[config.mk]
export PLATFORM = sky130hd
export DESIGN_NAME = dac_serial_ctrl
export DESIGN_NICKNAME = d
export VERILOG_FILES = /design/src/rtl/dac_ctrl_pkg.sv /design/src/rtl/dac_frame_shifter.sv /design/src/rtl/dac_init_seq.sv /design/src/rtl/dac_serial_ctrl.sv
export SDC_FILE = /design/constraint.sdc
export NUM_CORES = 1
export LEC_CHECK = 0
export BUFFER_PORTS_ARGS = -buffer_cell sky130_fd_sc_hd__buf_2
export CORE_MARGIN = 1.5
export CORE_UTILIZATION = 45
export CTS_BUF_LIST = sky130_fd_sc_hd__clkbuf_2
export DETAILED_ROUTE_END_ITERATION = 8
export PLACE_DENSITY = 0.69
export SLEW_MARGIN = 40
export SYNTH_ARGS = -nofsm -noshare
export SYNTH_HDL_FRONTEND = slang
export SYNTH_HIERARCHICAL = 1
export SYNTH_SLANG_ARGS = --single-unit
export TNS_END_PERCENT = 100
[constraint.sdc]
create_clock -name clk -period 3.45 [get_ports clk]
set_input_delay 0.1725 -clock clk [delete_from_list [all_inputs] [get_ports clk]]
set_output_delay 0.1725 -clock clk [all_outputs]
set_load 0.01 [all_outputs]
[src/rtl/dac_ctrl_pkg.sv]
package dac_ctrl_pkg;

    localparam int FRAME_W      = 24;
    localparam int CODE_W       = 20;
    localparam int CMD_RD_POS   = 23;
    localparam int CMD_CFG_POS  = 21;
    localparam int CMD_OUT_POS  = 20;
    localparam int CFG_BUF_POS  = 1;
    localparam int CFG_BOFS_POS = 4;

    typedef logic [FRAME_W-1:0] frame_t;
    typedef logic [CODE_W-1:0]  code_t;

    localparam frame_t ONE_F     = frame_t'(1);
    localparam frame_t CFG_VALUE = (ONE_F << CFG_BUF_POS) | (ONE_F << CFG_BOFS_POS);

    typedef enum logic [2:0] {
        SH_IDLE,
        SH_SETUP,
        SH_LOW,
        SH_HIGH,
        SH_GAP
    } sh_state_e;

    typedef enum logic [1:0] {
        SQ_CFG,
        SQ_READ,
        SQ_NOP,
        SQ_RUN
    } sq_state_e;

    function automatic frame_t out_frame(input code_t code);
        return (ONE_F << CMD_OUT_POS) | frame_t'(code);
    endfunction

    function automatic frame_t seq_frame(input sq_state_e st);
        frame_t f;
        unique case (st)
            SQ_CFG:  f = (ONE_F << CMD_CFG_POS) | CFG_VALUE;
            SQ_READ: f = (ONE_F << CMD_RD_POS) | (ONE_F << CMD_CFG_POS);
            default: f = '0;
        endcase
        return f;
    endfunction

endpackage

[src/rtl/dac_frame_shifter.sv]
module dac_frame_shifter
    import dac_ctrl_pkg::*;
#(
    parameter int HALF_DIV  = 125,
    parameter int SETUP_DIV = 3
) (
    input  logic   clk,
    input  logic   rst_n,
    input  logic   start_i,
    input  frame_t frame_i,
    output logic   ready_o,
    output logic   done_o,
    output frame_t rx_o,
    output logic   sclk_o,
    output logic   sync_n_o,
    output logic   mosi_o,
    input  logic   miso_i
);

    localparam int MAXD = (HALF_DIV > SETUP_DIV) ? HALF_DIV : SETUP_DIV;
    localparam int CW   = $clog2(MAXD + 1);
    localparam int BW   = $clog2(FRAME_W);
    localparam logic [CW-1:0] HALF_LOAD  = CW'(HALF_DIV - 1);
    localparam logic [CW-1:0] SETUP_LOAD = CW'(SETUP_DIV - 1);
    localparam logic [BW-1:0] LAST_BIT   = BW'(FRAME_W - 1);

    typedef struct packed {
        sh_state_e       state;
        logic [CW-1:0]   cnt;
        logic [BW-1:0]   bitn;
        frame_t          tx;
        frame_t          rx;
        logic            sclk;
        logic            sync_n;
        logic            mosi;
        logic            done;
    } sh_regs_t;

    localparam sh_regs_t SH_RESET = '{
        state:  SH_IDLE,
        cnt:    '0,
        bitn:   '0,
        tx:     '0,
        rx:     '0,
        sclk:   1'b1,
        sync_n: 1'b1,
        mosi:   1'b0,
        done:   1'b0
    };

    sh_regs_t sh_d, sh_q;
    logic     cnt_zero;

    assign cnt_zero = (sh_q.cnt == '0);

    always_comb begin
        sh_d      = sh_q;
        sh_d.done = 1'b0;
        unique case (sh_q.state)
            SH_IDLE: begin
                if (start_i) begin
                    sh_d.state  = SH_SETUP;
                    sh_d.tx     = frame_i;
                    sh_d.rx     = '0;
                    sh_d.sync_n = 1'b0;
                    sh_d.cnt    = SETUP_LOAD;
                    sh_d.bitn   = '0;
                end
            end
            SH_SETUP: begin
                if (cnt_zero) begin
                    sh_d.state = SH_LOW;
                    sh_d.sclk  = 1'b0;
                    sh_d.mosi  = sh_q.tx[FRAME_W-1];
                    sh_d.cnt   = HALF_LOAD;
                end else begin
                    sh_d.cnt = sh_q.cnt - 1'b1;
                end
            end
            SH_LOW: begin
                if (cnt_zero) begin
                    sh_d.rx    = {sh_q.rx[FRAME_W-2:0], miso_i};
                    sh_d.sclk  = 1'b1;
                    sh_d.state = SH_HIGH;
                    sh_d.cnt   = HALF_LOAD;
                end else begin
                    sh_d.cnt = sh_q.cnt - 1'b1;
                end
            end
            SH_HIGH: begin
                if (cnt_zero) begin
                    if (sh_q.bitn == LAST_BIT) begin
                        sh_d.state  = SH_GAP;
                        sh_d.sync_n = 1'b1;
                        sh_d.mosi   = 1'b0;
                        sh_d.done   = 1'b1;
                        sh_d.cnt    = HALF_LOAD;
                    end else begin
                        sh_d.bitn  = sh_q.bitn + 1'b1;
                        sh_d.tx    = {sh_q.tx[FRAME_W-2:0], 1'b0};
                        sh_d.sclk  = 1'b0;
                        sh_d.mosi  = sh_q.tx[FRAME_W-2];
                        sh_d.state = SH_LOW;
                        sh_d.cnt   = HALF_LOAD;
                    end
                end else begin
                    sh_d.cnt = sh_q.cnt - 1'b1;
                end
            end
            SH_GAP: begin
                if (cnt_zero) sh_d.state = SH_IDLE;
                else          sh_d.cnt   = sh_q.cnt - 1'b1;
            end
            default: sh_d = SH_RESET;
        endcase
    end

    always_ff @(posedge clk) begin
        if (!rst_n) sh_q <= SH_RESET;
        else        sh_q <= sh_d;
    end

    assign ready_o  = (sh_q.state == SH_IDLE);
    assign done_o   = sh_q.done;
    assign rx_o     = sh_q.rx;
    assign sclk_o   = sh_q.sclk;
    assign sync_n_o = sh_q.sync_n;
    assign mosi_o   = sh_q.mosi;

endmodule

[src/rtl/dac_init_seq.sv]
module dac_init_seq
    import dac_ctrl_pkg::*;
(
    input  logic   clk,
    input  logic   rst_n,
    input  logic   sh_ready_i,
    input  logic   sh_done_i,
    input  frame_t sh_rx_i,
    output logic   start_o,
    output frame_t frame_o,
    output logic   init_done_o,
    output logic   init_ok_o
);

    typedef struct packed {
        sq_state_e state;
        logic      pending;
        logic      ok;
    } sq_regs_t;

    localparam sq_regs_t SQ_RESET = '{state: SQ_CFG, pending: 1'b0, ok: 1'b0};

    sq_regs_t sq_d, sq_q;
    logic     running;

    assign running = (sq_q.state != SQ_RUN);
    assign start_o = running && !sq_q.pending && sh_ready_i;
    assign frame_o = seq_frame(sq_q.state);

    always_comb begin
        sq_d = sq_q;
        if (start_o) begin
            sq_d.pending = 1'b1;
        end else if (sq_q.pending && sh_done_i) begin
            sq_d.pending = 1'b0;
            unique case (sq_q.state)
                SQ_CFG:  sq_d.state = SQ_READ;
                SQ_READ: sq_d.state = SQ_NOP;
                SQ_NOP: begin
                    sq_d.state = SQ_RUN;
                    sq_d.ok    = (sh_rx_i == CFG_VALUE);
                end
                default: sq_d.state = SQ_RUN;
            endcase
        end
    end

    always_ff @(posedge clk) begin
        if (!rst_n) sq_q <= SQ_RESET;
        else        sq_q <= sq_d;
    end

    assign init_done_o = !running;
    assign init_ok_o   = sq_q.ok;

endmodule

[src/rtl/dac_serial_ctrl.sv]
module dac_serial_ctrl
    import dac_ctrl_pkg::*;
#(
    parameter int HALF_DIV  = 125,
    parameter int SETUP_DIV = 3
) (
    input  logic        clk,
    input  logic        rst_n,
    input  logic        wr_valid,
    input  logic [19:0] wr_code,
    output logic        wr_ready,
    output logic        rsp_valid,
    output logic [23:0] rsp_data,
    output logic        init_done,
    output logic        init_ok,
    output logic        dac_sclk,
    output logic        dac_sync_n,
    output logic        dac_mosi,
    input  logic        dac_miso
);

    logic   sh_start, sh_ready, sh_done;
    frame_t sh_frame, sh_rx, seq_frame_w;
    logic   seq_start;

    dac_init_seq i_seq (
        .clk         (clk),
        .rst_n       (rst_n),
        .sh_ready_i  (sh_ready),
        .sh_done_i   (sh_done),
        .sh_rx_i     (sh_rx),
        .start_o     (seq_start),
        .frame_o     (seq_frame_w),
        .init_done_o (init_done),
        .init_ok_o   (init_ok)
    );

    // the write port only reaches the shifter after initialization.
    assign wr_ready = init_done && sh_ready;
    assign sh_start = seq_start || (wr_valid && wr_ready);
    assign sh_frame = init_done ? out_frame(wr_code) : seq_frame_w;

    dac_frame_shifter #(
        .HALF_DIV  (HALF_DIV),
        .SETUP_DIV (SETUP_DIV)
    ) i_shift (
        .clk      (clk),
        .rst_n    (rst_n),
        .start_i  (sh_start),
        .frame_i  (sh_frame),
        .ready_o  (sh_ready),
        .done_o   (sh_done),
        .rx_o     (sh_rx),
        .sclk_o   (dac_sclk),
        .sync_n_o (dac_sync_n),
        .mosi_o   (dac_mosi),
        .miso_i   (dac_miso)
    );

    assign rsp_valid = sh_done;
    assign rsp_data  = sh_rx;

endmodule

Word-level counts from Yosys, hierarchy flattened
Index checks and enable logic that the tools add are counted.
{"block": "classes", "addsub": 2, "eq_ne": 17, "muxes": 32, "bitwise_logic": 5, "reduce_logical": 26}
{"op": "$pmux W29 S3", "count": 1}
{"op": "$pmux W24 S3", "count": 1}
{"op": "$mux W63", "count": 1}
{"op": "$mux W29", "count": 2}
{"op": "$pmux W10 S5", "count": 1}
{"op": "$pmux W24 S2", "count": 1}
{"op": "$mux W25", "count": 1}
{"op": "$eq A24 B5 Y1 const B", "count": 1}
{"op": "$mux W24", "count": 1}
{"op": "$mux W7", "count": 3}
{"op": "$mux W3", "count": 4}
{"op": "$ne A2 B1 Y1 const B", "count": 6}
{"op": "$reduce_and A3 Y1", "count": 4}
{"op": "$mux W10", "count": 1}
{"op": "$reduce_and A5 Y1", "count": 2}
{"op": "$mux W1", "count": 9}
{"op": "$reduce_or A3 Y1", "count": 3}
{"op": "$reduce_and A4 Y1", "count": 2}
{"op": "$logic_not A7 Y1", "count": 1}
{"op": "$sub A7 B1 Y7 const B", "count": 1}
{"op": "$eq A3 B2 Y1 const B", "count": 2}
{"op": "$ne A2 B2 Y1 const B", "count": 3}
{"op": "$pmux W1 S3", "count": 2}
{"op": "$add A5 B1 Y5 const B", "count": 1}
{"op": "other kinds (18)", "count": 28}
{"block": "word_totals", "reg_bits": 71, "input_bits": 24, "output_inout_bits": 31, "elab_cells": 94}

Depth between registers and ports, before layout
{"block": "depth", "ltp_word": 7, "depth_mapped": 11, "ltp_nobuf": 9}

By module
Netlist, hierarchy kept.
{"module": "dac_frame_shifter", "instances": 1, "cells_per_inst": 387, "area_each_um2": 3315.7, "seq_area_each_um2": 1341.3}
{"module": "dac_init_seq", "instances": 1, "cells_per_inst": 51, "area_each_um2": 406.6, "seq_area_each_um2": 80.1}
{"module": "dac_serial_ctrl", "instances": 1, "cells_per_inst": 29, "area_each_um2": 360.3, "seq_area_each_um2": 0.0}

Worst setup path before layout
Ideal clock, no wire load.
{"block": "synth_path", "path_type": "register -> register", "startpoint": "register i_shift/sh_q[65] (netlist name)", "endpoint": "register i_shift.sh_q, in the netlist i_shift/rx_o[3]", "arrival_time_ns": 2.356, "required_ns": 3.380, "path_slack_ns": 1.024, "path_stages_with_launch": 12, "path_buffers": 2, "period_less_slack_ns": 2.426, "path_cell_list": "dfxtp_1 -> clkbuf_8 -> or2_2 -> nor2_1 -> and3b_1 -> a31o_2 -> nor4b_1 -> a21o_1 -> a21o_2 -> buf_4 -> nand3_1 -> a21boi_1"}
{"block": "synth_via", "word_cells_on_any_way": 15}
{"element": "start, declared", "line_no": "dac_frame_shifter.sv:51", "source": "sh_regs_t sh_d, sh_q;"}
{"element": "start signal, assigned", "line_no": "dac_frame_shifter.sv:119", "source": "if (!rst_n) sh_q <= SH_RESET;"}
{"element": "start signal, assigned", "line_no": "dac_frame_shifter.sv:120", "source": "else sh_q <= sh_d;"}
{"element": "$logic_not A3 Y1", "line_no": "dac_frame_shifter.sv:123", "source": "assign ready_o = (sh_q.state == SH_IDLE);"}
{"element": "via sh_ready", "line_no": "dac_serial_ctrl.sv:22", "source": "logic sh_start, sh_ready, sh_done;"}
{"element": "$logic_and A1 B1 Y1", "line_no": "dac_init_seq.sv:27", "source": "assign start_o = running && !sq_q.pending && sh_ready_i;"}
{"element": "via seq_start", "line_no": "dac_serial_ctrl.sv:24", "source": "logic seq_start;"}
{"element": "$logic_or A1 B1 Y1", "line_no": "dac_serial_ctrl.sv:40", "source": "assign sh_start = seq_start || (wr_valid && wr_ready);"}
{"element": "via sh_start", "line_no": "dac_serial_ctrl.sv:22"}
{"element": "$ne A2 B1 Y1 (no source line)"}
{"element": "$reduce_and A3 Y1 (no source line)"}
The timed path passes the listed nets, and every way through them passes these cells.
A chain may end at the register's enable or synchronous reset.

Worst setup path in the final report
{"block": "layout_path", "startpoint": "register i_shift/sh_q[64] (netlist name)", "endpoint": "register i_shift.sh_q, in the netlist i_shift/rx_o[0]"}
The elaborated chain is that of the path after synthesis.

==> run_results.csv <==
group,metric,value,unit
critical_path,worst_path_largest_cell_delay,450,ps
clocking,cts_buffers,9,
timing,maxSlewViolCount,0,
critical_path,ff2ff_path_depth,9,
critical_path,critical_path.startpoint,"i_shift/sh_q[64]",
detailed_routing,totalWireLength,8.47,mm
clocking,clkSinkCount,71,
yosys,yosys_most_used_dff,"dfxtp_1",
timing,skew,22.3,ps
detailed_routing,drcViolationCount,0,
clocking,cts_tree,"yes",
timing,period_minus_slack,2900,ps
flow_run,cap_violations,0,
die,rows,34,
detailed_routing,drtIter0Drc,203,
detailed_routing,met2_length,3.72,mm
grt,grt_max_degree,69,
final_layout,areaGrowthSynthToFinish,4.08,%
clocking,post_cts_buffers,0,
critical_path,startpoint_type,"register",
detailed_routing,viasPerCell,5.55,
critical_path,worstPathRequired,3900,ps
yosys,ys_ff_latch,71,
grt,grt_pass1_wl,14.3,mm
power_and_ir_drop,switching_power,1.37,mW
critical_path,crit_end,"i_shift/rx_o[0]",
placement,port_buffers,54,
yosys,synth_common_cells,"dfxtp_1 (71), nand3_1 (55), buf_4 (47)",
yosys,synth_top_area_cell,"dfxtp_1",
timing,fmax,345,MHz
detailed_routing,topRoutingLayerUsed,"met4",
detailed_routing,wl_met3,403,um
power_and_ir_drop,p_int,1.79,mW
detailed_routing,dr.pass1.iters,4,
final_layout,fin_nets,506,
die,initial_core_util,46.6,%
yosys,netlist_area,4080,um2
timing,worstMarginPinSlew,638,ps
die,ioPinCount,55,
critical_path,reg2reg_slack,550,ps
timing,hold_viol_final,0,
critical_path,cp_max_fo,24,
die,die_h,98.3,um
critical_path,path_cells,"or2_2, nor2_1, and3b_1, a31o_2, nor4b_1, a21o_1, a21o_2, nand3_1, a21boi_0",
critical_path,cp-end-kind,"register",
clocking,clkLatencyLatePin,500,ps
die,die_width,98.3,um
clocking,path_clk_slew,210,ps
critical_path,crit_type,"reg -> reg",
power_and_ir_drop,switching_share,43.4,%
status,status,"completed",
yosys,ys_types,61,
detailed_routing,wire_per_inst,14.3,um
power_and_ir_drop,ir_drop,0.357,mV
detailed_routing,wl_met1,4.21,mm
timing,setup_tns,0,ps
clocking,clockBufferDepth,2,
die,die-area,9650,um2
placement,dp_hpwl,5.45,mm
timing,finalSetupViolations,0,
power_and_ir_drop,leakage,1.69,nW
timing,finalCritPeriodShare,84.0,%
critical_path,critical_path_arrival,3340,ps
yosys,postSynthCellCount,467,
detailed_routing,vias,3282,
clocking,cts_root_buf,"clkbuf_2",
placement,place_area,4080,um2
power_and_ir_drop,power_density,743,nW/um2
yosys,async_reset_ff_share,0,%
power_and_ir_drop,clock_power_share,19.2,%
final_layout,design_area,4250,um2
yosys,synth_most_common_cell,"dfxtp_1",
yosys,yosysWarnings,6,
power_and_ir_drop,p_seq_share,36.0,%
timing,slew_headroom,57.5,%
placement,gp_congestion,0.834,
grt,grtUsageTotal,17.9,%
yosys,syn_area_per_cell,8.74,um2
yosys,synth_edf_count,0,
grt,antenna_found_initial,0,
grt,grt_pass1_vias,2959,
power_and_ir_drop,pwr-share-comb,44.8,%
yosys,synth.area.top_cells,"dfxtp_1 (35%), buf_4 (8.6%), nand3_1 (6.7%)",
yosys,ys_seq_area_share,34.8,%
final_layout,antenna_cells,0,
detailed_routing,ant_nets,0,
grt,gr-total-overflow,0,
critical_path,reg2reg_to,"i_shift/rx_o[0]",
yosys,synth_top_area_share,34.8,%
min_path,hold_path_class,"in -> reg",
clocking,htreeDepth,3,
timing,rsz0062_at_grt,"false",
clocking,ctsResizeCount,0,
final_layout,drive_gt1_share,24.2,%
die,core_area,8760,um2
critical_path,r2r-start,"i_shift/sh_q[64]",
critical_path,critPathSlowestCell,"dfxtp_1",
-- cell families after synthesis --
group           count (synthesis)  synth area share, %
simple gates                  157                 20.3
mux                            21                 7.05
xor+xnor                        6                 1.29
other cells                     1               0.0919
compound gates                118                 21.1
fa+ha+maj                       3                0.919
buf+inv                        90                 14.5
flops                          71                 34.8
-- flip-flops by register name, indices dropped and copies added, names as in the netlist --
register	count
i_shift/mosi_o	1
i_seq/init_ok_o	1
i_seq/sq_q	3
i_shift/sync_n_o	1
i_shift/sclk_o	1
i_shift/sh_q	39
i_shift/rx_o	24
i_shift/done_o	1
-- how the worst min path moves through the flow --
stage	startpoint	to	slack (ps)	cells after the start
after floorplan	rst_n	i_seq/sq_q[1]	290	1
after global placement	i_seq/init_ok_o	i_seq/init_ok_o	450	2
after detailed placement	i_seq/init_ok_o	i_seq/init_ok_o	460	2
after CTS	wr_code[16]	i_shift/sh_q[44]	90	4
after global routing	wr_code[11]	i_shift/sh_q[39]	100	4
final	wr_code[16]	i_shift/sh_q[44]	120	4
-- layout make-up --
| class | count | area [um2] |
|---|---|---|
| fillers | 827 | 4510 |
| multi-input cells | 325 | 2160 |
| flip-flops and latches | 71 | 1420 |
| repair buffers | 64 | 348 |
| well taps | 108 | 135 |
| clock inverters | 6 | 110 |
| clock buffers | 9 | 45.0 |
| inverters | 8 | 30.0 |
-- power groups by stage --
stage | combinational [mW] | clock [mW] | sequential (mW)
floorplan | 1.26 | 0 | 1.09
global placement | 1.39 | 0 | 1.14
detailed placement | 1.41 | 0 | 1.15
CTS | 1.41 | 0.620 | 1.13
global route | 1.59 | 0.658 | 1.16
finish | 1.41 | 0.607 | 1.14
-- critical path, delay by kind of cell (launching register included) --
family           cells  cell delay, ps
AO/OA/AOI/OAI        4             980
flip-flops           1             450
AND/OR/NAND/NOR      5            1410
-- layer usage --
metal / up-vias / GRT usage, %
met5: - / 0
met4: 0 / 6.83
met3: 13 / 3.94
met2: 80 / 26.6
met1: 1540 / 25.5
li1: 1649 / -
-- cells in the final DEF, fill, tap and decap left out, types with 4 or more instances in the layout --
cell type,n
a21boi_0,5
a21boi_1,20
a21oi_1,9
a22oi_1,24
buf_2,54
buf_4,9
clkbuf_2,9
conb_1,20
dfxtp_1,71
inv_1,8
mux2_2,6
mux2_4,14
nand2_1,37
nand3_1,55
nor2_1,18
nor2b_1,6
nor3_1,8
nor3_2,4
nor4_1,6
o21ai_0,8
o31ai_1,26
xnor2_1,4
-- metrics by stage --
step                instances  power (mW)  setup WS (ps)  hold slack (ps)  utilization (%)
CTS                       591        3.17            549             89.6             48.5
detailed placement        575        2.56            586              462             46.6
global placement          575        2.53            699              453             46.6
global route              591        3.41            305             99.1             48.5
floorplan                 486        2.35           1020              290                -
finish                    591        3.16            552              123             48.5
-- repair_timing --
action	4_1_cts	5_1_grt
endpoints found under the setup margin	0	0
hold endpoints to repair	1	0
hold buffers	1	0
(Power assumes the default switching activity.)
